File: src/rtl/sl_pkg.sv
`timescale 1ns/1ps
package sl_pkg;
  typedef enum logic [2:0] {
    ST_ENTRY,
    ST_CNT,
    ST_ADDR,
    ST_DATA,
    ST_DONE,
    ST_ERR
  } sl_state_e;
endpackage

File: src/rtl/sl_tail_be.sv
`timescale 1ns/1ps
module sl_tail_be #(
  parameter int BW = 4,
  parameter int CW = 32
) (
  input  logic [CW-1:0] rem_i,
  output logic [BW-1:0] be_o
);
  // lane i enabled when more than i bytes remain
  for (genvar i = 0; i < BW; i++) begin : g_lane
    assign be_o[i] = (rem_i > CW'(i));
  end
endmodule

File: src/rtl/sl_wr_stage.sv
`timescale 1ns/1ps
module sl_wr_stage #(
  parameter int AW = 32,
  parameter int DW = 32,
  parameter int BW = DW / 8
) (
  input  logic          clk_i,
  input  logic          rst_ni,
  input  logic          in_valid_i,
  output logic          in_ready_o,
  input  logic [AW-1:0] in_addr_i,
  input  logic [DW-1:0] in_data_i,
  input  logic [BW-1:0] in_be_i,
  output logic [AW-1:0] m_addr_o,
  output logic [DW-1:0] m_data_o,
  output logic [BW-1:0] m_be_o,
  output logic          m_valid_o,
  input  logic          m_ready_i
);
  assign in_ready_o = !m_valid_o || m_ready_i;

  always_ff @(posedge clk_i or negedge rst_ni) begin
    if (!rst_ni) begin
      m_valid_o <= 1'b0;
      m_addr_o  <= '0;
      m_data_o  <= '0;
      m_be_o    <= '0;
    end else if (in_ready_o) begin
      m_valid_o <= in_valid_i;
      if (in_valid_i) begin
        m_addr_o <= in_addr_i;
        m_data_o <= in_data_i;
        m_be_o   <= in_be_i;
      end
    end
  end


  hold_on_stall_chk: assert property (@(posedge clk_i) disable iff (!rst_ni)
    (m_valid_o && !m_ready_i) |=> (m_valid_o && $stable(m_addr_o) &&
                                   $stable(m_data_o) && $stable(m_be_o)));
endmodule

File: src/rtl/sect_loader.sv
`timescale 1ns/1ps
module sect_loader
  import sl_pkg::*;
#(
  parameter int AW = 32,
  parameter int DW = 32
) (
  input  logic          clk_i,
  input  logic          rst_ni,
  input  logic          mode_i,
  input  logic [DW-1:0] s_data_i,
  input  logic          s_valid_i,
  output logic          s_ready_o,
  output logic [AW-1:0] m_addr_o,
  output logic [DW-1:0] m_data_o,
  output logic [DW/8-1:0] m_be_o,
  output logic          m_valid_o,
  input  logic          m_ready_i,
  output logic          done_o,
  output logic [AW-1:0] entry_o,
  output logic          err_o,
  input  logic          ack_i
);
  localparam int BW  = DW / 8;
  localparam int OFS = $clog2(BW);

  sl_state_e     state_q;
  logic [DW-1:0] cnt_q;
  logic [AW-1:0] waddr_q, xentry_q, base_q, res_q;
  logic          wr_ready, accept;
  logic [BW-1:0] tail_be;

  always_comb begin
    unique case (state_q)
      ST_ENTRY:       s_ready_o = !mode_i;
      ST_CNT, ST_ADDR: s_ready_o = 1'b1;
      ST_DATA:        s_ready_o = wr_ready;
      default:        s_ready_o = 1'b0;
    endcase
  end
  assign accept = s_valid_i && s_ready_o;

  sl_tail_be #(.BW(BW), .CW(DW)) u_be (
    .rem_i (cnt_q),
    .be_o  (tail_be)
  );

  sl_wr_stage #(.AW(AW), .DW(DW), .BW(BW)) u_wr (
    .clk_i      (clk_i),
    .rst_ni     (rst_ni),
    .in_valid_i (state_q == ST_DATA && s_valid_i),
    .in_ready_o (wr_ready),
    .in_addr_i  (waddr_q),
    .in_data_i  (s_data_i),
    .in_be_i    (tail_be),
    .m_addr_o   (m_addr_o),
    .m_data_o   (m_data_o),
    .m_be_o     (m_be_o),
    .m_valid_o  (m_valid_o),
    .m_ready_i  (m_ready_i)
  );

  always_ff @(posedge clk_i or negedge rst_ni) begin
    if (!rst_ni) begin
      state_q  <= ST_ENTRY;
      cnt_q    <= '0;
      waddr_q  <= '0;
      xentry_q <= '0;
      base_q   <= '0;
      res_q    <= '0;
    end else begin
      unique case (state_q)
        ST_ENTRY: begin
          if (mode_i) state_q <= ST_CNT;
          else if (accept) begin
            xentry_q <= AW'(s_data_i);
            state_q  <= ST_CNT;
          end
        end
        ST_CNT: if (accept) begin
          if (s_data_i == '0) begin
            res_q   <= mode_i ? base_q : xentry_q;
            state_q <= ST_DONE;
          end else begin
            cnt_q   <= s_data_i;
            state_q <= ST_ADDR;
          end
        end
        ST_ADDR: if (accept) begin
          if (s_data_i[OFS-1:0] != '0) state_q <= ST_ERR;
          else begin
            waddr_q <= AW'(s_data_i);
            base_q  <= AW'(s_data_i);
            state_q <= ST_DATA;
          end
        end
        ST_DATA: if (accept) begin
          waddr_q <= waddr_q + AW'(BW);
          if (cnt_q <= DW'(BW)) begin
            cnt_q   <= '0;
            state_q <= ST_CNT;
          end else begin
            cnt_q <= cnt_q - DW'(BW);
          end
        end
        default: if (ack_i) begin
          base_q  <= '0;
          state_q <= ST_ENTRY;
        end
      endcase
    end
  end

  // done only once the final write has drained
  assign done_o  = (state_q == ST_DONE) && !m_valid_o;
  assign err_o   = (state_q == ST_ERR);
  assign entry_o = res_q;


  no_take_on_stall_chk: assert property (@(posedge clk_i) disable iff (!rst_ni)
    (state_q == ST_DATA && m_valid_o && !m_ready_i) |-> !s_ready_o);

  aligned_write_chk: assert property (@(posedge clk_i) disable iff (!rst_ni)
    m_valid_o |-> (m_addr_o[OFS-1:0] == '0));

  lane0_set_chk: assert property (@(posedge clk_i) disable iff (!rst_ni)
    m_valid_o |-> m_be_o[0]);

  closed_when_done_chk: assert property (@(posedge clk_i) disable iff (!rst_ni)
    done_o |-> !s_ready_o);

  done_hold_chk: assert property (@(posedge clk_i) disable iff (!rst_ni)
    (done_o && !ack_i) |=> (done_o && $stable(entry_o)));

  err_hold_chk: assert property (@(posedge clk_i) disable iff (!rst_ni)
    (err_o && !ack_i) |=> (err_o && !done_o));
endmodule

File: config.mk
export PLATFORM = sky130hd
export DESIGN_NAME = sect_loader
export DESIGN_NICKNAME = d
export VERILOG_FILES = /design/src/rtl/sl_pkg.sv /design/src/rtl/sl_tail_be.sv /design/src/rtl/sl_wr_stage.sv /design/src/rtl/sect_loader.sv
export SDC_FILE = /design/constraint.sdc
export NUM_CORES = 1
export LEC_CHECK = 0
export BUFFER_PORTS_ARGS = -buffer_cell sky130_fd_sc_hd__buf_4
export CAP_MARGIN = 25
export CORE_AREA = 4 4 168 170
export DETAILED_ROUTE_END_ITERATION = 10
export DIE_AREA = 0 0 172 174
export GPL_TIMING_DRIVEN = 1
export MAX_ROUTING_LAYER = met4
export PLACE_DENSITY = 0.56
export SLEW_MARGIN = 20
export SYNTH_ARGS = -nofsm -noshare
export SYNTH_HDL_FRONTEND = slang
export SYNTH_SLANG_ARGS = --single-unit
File: constraint.sdc
create_clock -name clk_i -period 3.3 [get_ports clk_i]
set_input_delay 0.99 -clock clk_i [delete_from_list [all_inputs] [get_ports clk_i]]
set_output_delay 0.99 -clock clk_i [all_outputs]
set_load 0.005 [all_outputs]
==> metrics.log <==
[metrics] instance count of the mapped netlist: 1096
[metrics] fraction of synthesized cell area in xor and xnor cells: 0%
[metrics] antenna violations before repair: 0
[metrics] total negative setup slack: 0 ns
[metrics] final WL: 32000 microns
[metrics] final weighted congestion of routability-driven global placement: between 0.9 and 1
[metrics] Clock H-tree levels: 1
[metrics] register area: 5810 sq um
[metrics] classification of the worst setup path: reg2reg
[metrics] Floorplan Core Area: approximately 27000 sq um
[metrics] drt via density: around 5.6
[metrics] number of setup violations in the final report: 0
[metrics] global-route usage over all layers: 21.9%
[metrics] sum of net half-perimeters after detailed placement: 21700 microns
[metrics] ant diodes: 0
[metrics] R2R cell count: 8
[metrics] Post-CTS Hold Buffers: 0
[metrics] Avg WL per Cell: 20.1 microns
[metrics] total net switching power: 4.09 mW
[metrics] Synthesis Warnings: 0
[metrics] unrepaired setup endpoints after global routing: no
[metrics] CTS clock-pin slew for the worst setup and hold paths: 0.06 ns
[metrics] path class of the lowest-slack min-delay path: in2async
[metrics] kind of end point of the critical path: register
[metrics] total number of clock tree sinks: 232
[metrics] start point of the critical path: cnt_q[23]
[metrics] number of buffers added by the clock tree synthesis step: 26
[metrics] top-area cell type share of the netlist area: 54.7%
[metrics] first-iteration detailed-routing DRC count: 679
[metrics] leakage power summed over all cells: 6.30 nW
[metrics] mean cell area of the mapped netlist: 9.69 sq um
[metrics] sequential element share of the synthesized area: 54.7%
[metrics] number of fillers in the final layout: 2588
[metrics] drt drc: 0
[metrics] post-synth net total: 1136
[metrics] 1st-pass router iterations: 5
[metrics] most common cell after layout, fill and taps aside: nand2_1
[metrics] share of post-route cells with drive strength above 1: about 22%
[metrics] relative max-transition margin: between 40 and 50%
[metrics] dpl cells: between 1.5k and 2k
[metrics] number of hold violations in the final report: 0
[metrics] Combinational Power Share: 33.0%
[metrics] maximum resistive drop on vdd: 0.386 mV
[metrics] Final ANT Viol Nets: 0
[metrics] final cell utilization of the core: 49.1%
[metrics] outcome: complete, no violations
[metrics] Synth Area in Compound Gates: 16.5%
[metrics] Switching Share: 35.5%
[metrics] total via count in the routed design: 8875
[metrics] TritonCTS clock tree: built
[metrics] sequential group share of total power: 41.9%
[metrics] grt ovf: 0
[metrics] power density over cell area: 878 nW/um^2
[metrics] startpoint of the most critical register-to-register path: cnt_q[23]
[metrics] share of flip-flops with an asynchronous set or reset: 100%
[metrics] Highest Clock Rate: 0.347 GHz
[metrics] # port buffers: between 100 and 150
[metrics] Root Buffer: clkbuf_16
[metrics] post-synthesis cell type count: 65
[metrics] multiplexer share of the synthesized area: 6.50%
[metrics] cell type with the highest aggregate area in the netlist: dfrtp_1
[metrics] wire length of the first global-routing pass: 50900 microns
[metrics] total standard cell area after synthesis: 10600 sq um
[metrics] required time at the worst-slack endpoint: 3.70 ns
[metrics] leading post-synthesis cells by cell area: dfrtp_1 55%, nand2_1 8.7%, a21oi_1 3.7%
[metrics] fin. max-slew vios: 0
[metrics] share of synthesized cell area in full adder, half adder and majority cells: 0.236%
[metrics] number of flops mapped to enable cells by yosys: 0
[metrics] clock share of power: 25.1%
[metrics] commonest non-fill, non-tap cells in the layout: 247 x nand2_1, 232 x dfrtp_1, 175 x buf_4
[metrics] setup skew after layout: 0.0125 ns
[metrics] simple-gate area share of the yosys netlist: 18.8%
[metrics] Crit Path Max Fanout: 15
[metrics] Cell Rows: 60
[metrics] Critical Path Sink: cnt_q[7]
[metrics] pin count of the biggest net entering global routing: 74
[metrics] overall die height: 174 microns
[metrics] io pins: ~140
[metrics] number of buffers between clock root and the deepest sink: 3
[metrics] main combinational cell family by area after synthesis: simple AND/OR/NAND/NOR gates
[metrics] post-cts gate resize count: 0
[metrics] synthesis-stage register bit count: 232
[metrics] die width: 172 microns
[metrics] data arrival time of the critical path: 3.28 ns
[metrics] Area Growth Syn to Fin: 23.5%
[metrics] measured slew at the worst slew-check pin: about 0.85 ns
[metrics] count of non-filler cells in the finished layout: 1595
[metrics] multi-input gate area in the final layout: about 4500 sq um
[metrics] part of the cycle the worst path needs: 87.4%
[metrics] vias in the first global route: 8781
[metrics] Net count, final: ~1.3k
[metrics] MaxCap Viol Count: 0
[metrics] Skew-Pair Late Insertion Delay: 0.52 ns
[metrics] r2r setup slk: 0.42 ns
[metrics] postcts setup bufs: 0
[metrics] capturing point of the worst reg2reg path: cnt_q[7]
[metrics] post-layout minimum cycle time: 2.88 ns
[metrics] effective utilization at floorplan: ~40%
[metrics] nature of the critical path startpoint: register
[metrics] predominant post-synthesis flop cell: dfrtp_1
[metrics] die footprint: 29900 sq um
[metrics] internal power: roughly 7.4 mW
## logic make-up after synthesis
logic type,after synthesis
AND/OR/NAND/NOR,445
AO/OA/AOI/OAI,265
flip-flops,232
buffers and inverters,87
multiplexers,65
adder cells (fa/ha/maj),2
## flip-flops by register name, summed over array words and instances, names as in the netlist
signal / count
base_q: 32
waddr_q: 32
state_q: 3
u_wr.m_addr_o: 32
u_wr.m_valid_o: 1
entry_o: 32
xentry_q: 32
u_wr.m_data_o: 32
cnt_q: 32
u_wr.m_be_o: 4
## metal layers
| metal | vias up | share of wire (%) | track usage [%] |
|---|---|---|---|
| met5 | - | 0 | - |
| li1 | 4189 | - | - |
| met3 | 46 | 5.5 | 2.68 |
| met1 | 4385 | 47 | 31.4 |
| met2 | 255 | 46 | 33.8 |
| met4 | 0 | 1.9 | 4.19 |
## cell usage after synthesis (all sizes together), types with 2 or more instances
cell type  count
or2            4
nor2b          4
nor3          21
o22ai         17
nor4          22
mux2          32
clkbuf        56
o41ai          3
or4            5
a22oi          8
o31ai          5
a2bb2oi        5
and2           3
mux2i         33
o22a           2
and4           4
nand3         26
buf           17
ha             2
nand2        247
a21oi         79
nor4b          3
dfrtp        232
a31oi          9
or3            9
o21ai         57
inv           14
nand2b         4
o31a           4
and3           6
o32ai          2
a31o           2
a211oi         2
a32oi          5
and4b          2
a21o           3
o2bb2ai       14
nand4          9
a22o          39
nor2          72
## worst max-delay path: stages, from the launching register on
cell,delay [ns]
dfrtp_1,0.44
or4_4,0.54
or3_1,0.48
nor4_4,0.40
buf_4,0.22
or3_1,0.13
buf_4,0.22
o21ai_1,0.10
a22o_1,0.24
## worst min path at each step
stage / startpoint / end / slack (ns) / depth (start not counted)
6_report: rst_ni / entry_o[16] / 0.44 / 1
3_5_place_dp: waddr_q[1] / u_wr.m_addr_o[1] / 0.46 / 2
5_1_grt: rst_ni / entry_o[18] / 0.48 / 1
4_1_cts: rst_ni / xentry_q[18] / 0.46 / 1
2_1_floorplan: waddr_q[0] / u_wr.m_addr_o[0] / 0.43 / 2
3_3_place_gp: cnt_q[27] / cnt_q[27] / 0.46 / 1
## final cells by class
cell class                 count  area share, %
multi-input combinational    777           34.3
timing repair buffer         183           11.2
sequential                   232           44.3
clock buffer                  39           5.95
inverter                      14          0.401
tap                          341           3.25
clock inverter                 9          0.611
## through the flow
stage | setup slack (ns) | power, mW | area [sq um] | hold slack [ns]
final | 0.417 | 11.5 | 13100 | 0.442
after floorplan | 0.294 | 7.01 | 10600 | 0.431
after global placement | 0.404 | 8.60 | 12300 | 0.455
after detailed placement | 0.334 | 8.66 | 12300 | 0.463
after global routing | 0.307 | 12.3 | 13100 | 0.477
after CTS | 0.447 | 11.6 | 13100 | 0.460
## power groups by stage
stage / Clock, mW / Combinational (mW) / Sequential (mW)
after detailed placement: 0 / 3.81 / 4.86
after CTS: 2.95 / 3.83 / 4.81
after global placement: 0 / 3.76 / 4.84
after floorplan: 0 / 2.43 / 4.58
final: 2.89 / 3.80 / 4.83
after global routing: 3.07 / 4.25 / 4.98
(Power assumes the default switching activity.)
